**config.mk**
```make
export PLATFORM = sky130hd
export DESIGN_NAME = supply_guard
export DESIGN_NICKNAME = d
export VERILOG_FILES = /design/src/rtl/sg_pkg.sv /design/src/rtl/sg_sync.sv /design/src/rtl/sg_thermal.sv /design/src/rtl/sg_hiccup.sv /design/src/rtl/supply_guard.sv
export SDC_FILE = /design/constraint.sdc
export NUM_CORES = 1
export LEC_CHECK = 0
export CAP_MARGIN = 20
export CORE_MARGIN = 5
export CORE_UTILIZATION = 50
export DETAILED_ROUTE_END_ITERATION = 8
export GPL_TIMING_DRIVEN = 0
export PLACE_DENSITY_LB_ADDON = 0.05
export SYNTH_ARGS = -nofsm -noshare
export SYNTH_HDL_FRONTEND = slang
export SYNTH_SLANG_ARGS = --single-unit
```
**constraint.sdc**
```tcl
create_clock -name clk -period 2.72 [get_ports clk]
set_input_delay 0.544 -clock clk [delete_from_list [all_inputs] [get_ports clk]]
set_output_delay 0.544 -clock clk [all_outputs]
set_load 0.01 [all_outputs]
```
**src/rtl/sg_pkg.sv**
```systemverilog
package sg_pkg;

  typedef enum logic [1:0] {
    SG_RUN = 2'd0,
    SG_OFF = 2'd1,
    SG_TRY = 2'd2
  } sg_state_e;

endpackage

```
**src/rtl/sg_sync.sv**
```systemverilog
module sg_sync #(
  parameter int WIDTH  = 3,
  parameter int STAGES = 2
) (
  input  logic             clk,
  input  logic             rst_n,
  input  logic [WIDTH-1:0] async_i,
  output logic [WIDTH-1:0] sync_o
);

  logic [WIDTH-1:0] chain_q [STAGES];

  genvar s;
  generate
    for (s = 0; s < STAGES; s++) begin : g_stage
      if (s == 0) begin : g_first
        always_ff @(posedge clk or negedge rst_n) begin
          if (!rst_n) chain_q[0] <= '0;
          else        chain_q[0] <= async_i;
        end
      end else begin : g_next
        always_ff @(posedge clk or negedge rst_n) begin
          if (!rst_n) chain_q[s] <= '0;
          else        chain_q[s] <= chain_q[s-1];
        end
      end
    end
  endgenerate

  assign sync_o = chain_q[STAGES-1];

endmodule

```
**src/rtl/sg_thermal.sv**
```systemverilog
module sg_thermal (
  input  logic clk,
  input  logic rst_n,
  input  logic trip_i,
  input  logic release_i,
  output logic hot_o
);

  logic hot_q;
  logic hot_d;
  logic hot_upd;

  // The trip comparator has priority over the release comparator.
  always_comb begin
    hot_upd = trip_i | release_i;
    hot_d   = trip_i;
  end

  always_ff @(posedge clk or negedge rst_n) begin
    if (!rst_n)       hot_q <= 1'b0;
    else if (hot_upd) hot_q <= hot_d;
  end

  assign hot_o = hot_q;

endmodule

```
**src/rtl/sg_hiccup.sv**
```systemverilog
module sg_hiccup
  import sg_pkg::*;
#(
  parameter int OFF_CYCLES = 90_000_000,
  parameter int ON_DIV     = 10
) (
  input  logic clk,
  input  logic rst_n,
  input  logic static_mode_i,
  input  logic ovl_i,
  output logic tmr_en_o,
  output logic flag_o
);

  localparam int ON_RAW     = OFF_CYCLES / ON_DIV;
  localparam int ON_CYCLES  = (ON_RAW < 1) ? 1 : ON_RAW;
  localparam int CNT_W      = (OFF_CYCLES > 1) ? $clog2(OFF_CYCLES) : 1;
  localparam logic [CNT_W-1:0] OFF_LOAD = CNT_W'(OFF_CYCLES - 1);
  localparam logic [CNT_W-1:0] ON_LOAD  = CNT_W'(ON_CYCLES - 1);

  sg_state_e        state_q, state_d;
  logic [CNT_W-1:0] cnt_q, cnt_d;
  logic             fail_q, fail_d;
  logic             flag_q, flag_d;
  logic             cnt_zero;

  assign cnt_zero = (cnt_q == '0);

  always_comb begin
    state_d = state_q;
    cnt_d   = cnt_q;
    fail_d  = fail_q;
    flag_d  = flag_q;
    if (static_mode_i) begin
      // Flag follows the clamp; the timer is parked.
      state_d = SG_RUN;
      flag_d  = ovl_i;
      fail_d  = 1'b0;
    end else begin
      unique case (state_q)
        SG_RUN: begin
          if (ovl_i) begin
            state_d = SG_OFF;
            cnt_d   = OFF_LOAD;
            flag_d  = 1'b1;
          end else begin
            flag_d  = 1'b0;
          end
        end
        SG_OFF: begin
          flag_d = 1'b1;
          if (cnt_zero) begin
            state_d = SG_TRY;
            cnt_d   = ON_LOAD;
            fail_d  = 1'b0;
          end else begin
            cnt_d   = cnt_q - 1'b1;
          end
        end
        SG_TRY: begin
          flag_d = 1'b1;
          if (cnt_zero) begin
            if (fail_q | ovl_i) begin
              state_d = SG_OFF;
              cnt_d   = OFF_LOAD;
            end else begin
              state_d = SG_RUN;
              flag_d  = 1'b0;
            end
            fail_d = 1'b0;
          end else begin
            cnt_d  = cnt_q - 1'b1;
            fail_d = fail_q | ovl_i;
          end
        end
        default: begin
          state_d = SG_RUN;
          flag_d  = 1'b0;
        end
      endcase
    end
  end

  always_ff @(posedge clk or negedge rst_n) begin
    if (!rst_n) begin
      state_q <= SG_RUN;
      cnt_q   <= '0;
      fail_q  <= 1'b0;
      flag_q  <= 1'b0;
    end else begin
      state_q <= state_d;
      cnt_q   <= cnt_d;
      fail_q  <= fail_d;
      flag_q  <= flag_d;
    end
  end

  assign tmr_en_o = (state_q != SG_OFF);
  assign flag_o   = flag_q;

endmodule

```
**src/rtl/supply_guard.sv**
```systemverilog
module supply_guard #(
  parameter int OFF_CYCLES  = 90_000_000,
  parameter int ON_DIV      = 10,
  parameter int SYNC_STAGES = 2
) (
  input  logic clk,
  input  logic rst_n,
  input  logic static_mode_i,
  input  logic overload_i,
  input  logic temp_trip_i,
  input  logic temp_release_i,
  output logic out_en_o,
  output logic ovl_flag_o,
  output logic hot_flag_o
);

  localparam int N_ASYNC = 3;

  logic [N_ASYNC-1:0] raw_in;
  logic [N_ASYNC-1:0] syn_in;
  logic               ovl_s;
  logic               trip_s;
  logic               rel_s;
  logic               tmr_en;
  logic               hot;
  logic               flag;

  assign raw_in = {temp_release_i, temp_trip_i, overload_i};

  sg_sync #(
    .WIDTH  (N_ASYNC),
    .STAGES (SYNC_STAGES)
  ) u_sync (
    .clk     (clk),
    .rst_n   (rst_n),
    .async_i (raw_in),
    .sync_o  (syn_in)
  );

  assign ovl_s  = syn_in[0];
  assign trip_s = syn_in[1];
  assign rel_s  = syn_in[2];

  sg_hiccup #(
    .OFF_CYCLES (OFF_CYCLES),
    .ON_DIV     (ON_DIV)
  ) u_hiccup (
    .clk           (clk),
    .rst_n         (rst_n),
    .static_mode_i (static_mode_i),
    .ovl_i         (ovl_s),
    .tmr_en_o      (tmr_en),
    .flag_o        (flag)
  );

  sg_thermal u_thermal (
    .clk       (clk),
    .rst_n     (rst_n),
    .trip_i    (trip_s),
    .release_i (rel_s),
    .hot_o     (hot)
  );

  assign out_en_o   = tmr_en & ~hot;
  assign ovl_flag_o = flag;
  assign hot_flag_o = hot;

endmodule

```
==> metrics.txt <==
outcome complete, no violations; largest net degree at the start of global routing 39; Clock Path Buffers 2; synthesis-stage register bit count 38; initial core utilization a little over half; Row Count 24; Layout area overhead 12.6%; ant diodes 0; DRT iter0 DRCs roughly 140; DPL Wire Length just under 4000 um; Syn Area/Cell roughly 9.5 um^2; Skew-Pair Late Insertion Delay around 0.3 ns; WL/cell 17.8 um; Netlist cell types 55; Critical Path RT 2.90 ns; syn nets about 260; Slew @ Worst Pin just under 0.9 ns; DIE AREA about 6100 um^2; Fin Setup TNS 0 ns; crit-path cells or4_1 -> buf_2 -> or4_4 -> o21ai_4 -> buf_6 -> a211oi_1 -> o22a_1; Flop pwr share between 30% and 40%; Hold Crit Class input pin to asynchronous set/reset pin; core area around 4400 um^2; synthesized instance count around 240; Area after DPL 2460 um^2; final worst setup slack approximately 0.13 ns; final non-filler cell total around 310; Synth async-reset ratio 100%; sequential area share after synthesis approximately 40%; Via-to-Cell Ratio slightly above 6; Overall Global Routing Usage slightly below 20%; CP startpoint kind register; top cells by area, synth dfrtp_1 (41%), a21oi_1 (5.2%), ha_1 (3.8%), a2bb2oi_1 (2.6%), nor2_1 (2.4%); clk root buf clkbuf_8; Top delay family on crit path simple AND/OR/NAND/NOR gates; P_leak around 1 nW; Inst Count DP 304; Crit. End Element register; Final GP Congestion roughly 0.85; utilization after layout between 50% and 60%; Combinational Power Share 41.3%; initial antenna violation count 0; Synth area leader dfrtp_1; CP arrival 2.77 ns; count of final setup violators 0; Worst Path Max Fanout 10; antenna viol nets, final 0; Clk pwr share between 20 and 25%; buffers added on ports 8; die width between 70 and 80 um; via count of the routed design 1948; RSZ-0062 raised after global routing yes; Power Dens Cells approximately 860 nW/um^2; Mapped Area roughly 2300 um^2; io pins 9; critical path class register to register; Main synth FF type dfrtp_1; Num CTS Buffers 5; TritonRoute pass-1 iters 4; max cap viols 0; H-tree levels 2; fmax 386 MHz; Post-Route Skew between 0.01 and 0.015 ns; dpl ws -0.0559 ns; Total Wirelength about 5600 um; P_int around 1.3 mW; clock slew at reported path FFs 0.09 ns; Slew Limit Fails 0; cell area after layout around 2600 um^2; P_sw around 890 uW; Post-synth top cells dfrtp_1 (38), a21oi_1 (24), nor2_1 (15); post-synth top area share ~41%; # clock sinks 38; vias in the first global route 1898; # DRC 0; CP max stage delay approximately 0.6 ns; Crit path buffers/inverters 2; grt total ovfl 0; CTS tree done; warnings from Yosys 0; total power roughly 2.2 mW; net total in the final layout approximately 270; Sw Share between 30% and 40%; Post-synth EDFFs 0; first-pass GRT wire length a little under 10000 um; crit path time final ~2.6 ns; final hold slack roughly 0.35 ns; share of layout cells above drive strength 1 a little over an eighth; Slowest cell on crit path or4_4; maximum vdd drop around 0.45 mV; Tcrit/Tclk final a little over nine tenths; worst rel slew slack 41.2%; most frequent cell after synthesis dfrtp_1; Final Hold Viols 0; Chip Height ~80 um
timing repair:
action                     4_1_cts  5_1_grt
pin swaps                        0        1
hold buffers                     0        0
resized for setup                1        5
setup buffers                    0        1
cloned                           0        0
setup endpoints to repair       13       23
area by class of cell:
| cell class | count | area [um^2] |
|---|---|---|
| Fill cell | 398 | 1810 |
| Buffer | 9 | 65.1 |
| Clock buffer | 6 | 72.6 |
| Clock inverter | 2 | 37.5 |
| Inverter | 13 | 48.8 |
| Sequential cell | 38 | 951 |
| Multi-Input combinational cell | 184 | 1290 |
| Timing Repair Buffer | 9 | 82.6 |
| Tap cell | 52 | 65.1 |
layer usage:
layer | wire length (um) | up-vias | GRT usage (%)
li1 | - | 952 | -
met5 | 0 | - | 0
met3 | 231 | 8 | 4.00
met2 | 2560 | 45 | 29.8
met1 | 2680 | 943 | 28.2
met4 | 103 | 0 | 6.93
sequential cells by signal (all words and copies together), names as in the netlist:
register,count
u_hiccup.cnt_q,27
u_hiccup.fail_q,1
u_hiccup.flag_o,1
u_hiccup.state_q,2
u_sync.chain_q,3
u_sync.sync_o,3
u_thermal.hot_o,1
kinds of logic (layout without fill, tap and decap cells):
kind of cell    after synthesis  count (layout)  share of synthesized area, %
mux                           2               2                         0.864
buf+inv                      22              39                          4.91
simple gates                 85              85                          21.4
xor+xnor                      1               1                         0.378
compound gates               89              89                          27.6
fa+ha+maj                     7               7                          3.78
flops                        38              38                          41.0
final timing paths:
check / startpoint / to / slack, ns / cells after the start
min: rst_n / u_hiccup.cnt_q[24] / 0.35 / 1
max in group asynchronous: rst_n / u_sync.chain_q[3] / 1.79 / 1
max reg2reg: u_hiccup.cnt_q[12] / u_hiccup.cnt_q[8] / 0.13 / 7
max: u_hiccup.cnt_q[12] / u_hiccup.cnt_q[8] / 0.13 / 7
min reg2reg: u_sync.chain_q[4] / u_sync.sync_o[1] / 0.35 / 0
min in group clk: u_sync.chain_q[4] / u_sync.sync_o[1] / 0.35 / 0
cells in the final DEF (no fill, tap or decap), drive strengths merged, types with 2 or more instances in the layout:
cell type / Yosys / routed
clkbuf: 3 / 9
dfrtp: 38 / 38
a21oi: 24 / 24
or2: 4 / 4
buf: 6 / 8
or4: 4 / 4
o31a: 3 / 3
ha: 7 / 7
or3: 7 / 7
nor2: 15 / 15
nor2b: 2 / 2
o2bb2ai: 4 / 4
a2bb2oi: 7 / 7
and3: 2 / 2
nand3: 11 / 11
o21ai: 14 / 14
a21o: 3 / 3
clkdlybuf4s50: 0 / 7
a31oi: 6 / 6
a211oi: 3 / 3
nor4: 8 / 8
mux2i: 2 / 2
inv: 13 / 13
o22a: 6 / 6
nand3b: 2 / 2
and2: 2 / 2
nor3: 7 / 7
nand2b: 3 / 3
a21boi: 2 / 2
nand2: 13 / 13
a22oi: 4 / 4
o21a: 3 / 3
o31ai: 3 / 3
power groups by stage:
stage	Sequential, mW	Combinational [mW]	Clock, mW
after floorplan	0.795	0.683	0
after global placement	0.823	0.896	0
after detailed placement	0.828	0.907	0
after CTS	0.817	0.912	0.497
after global routing	0.847	1.03	0.526
final	0.826	0.923	0.486
Power figures use the tool's default switching activity.
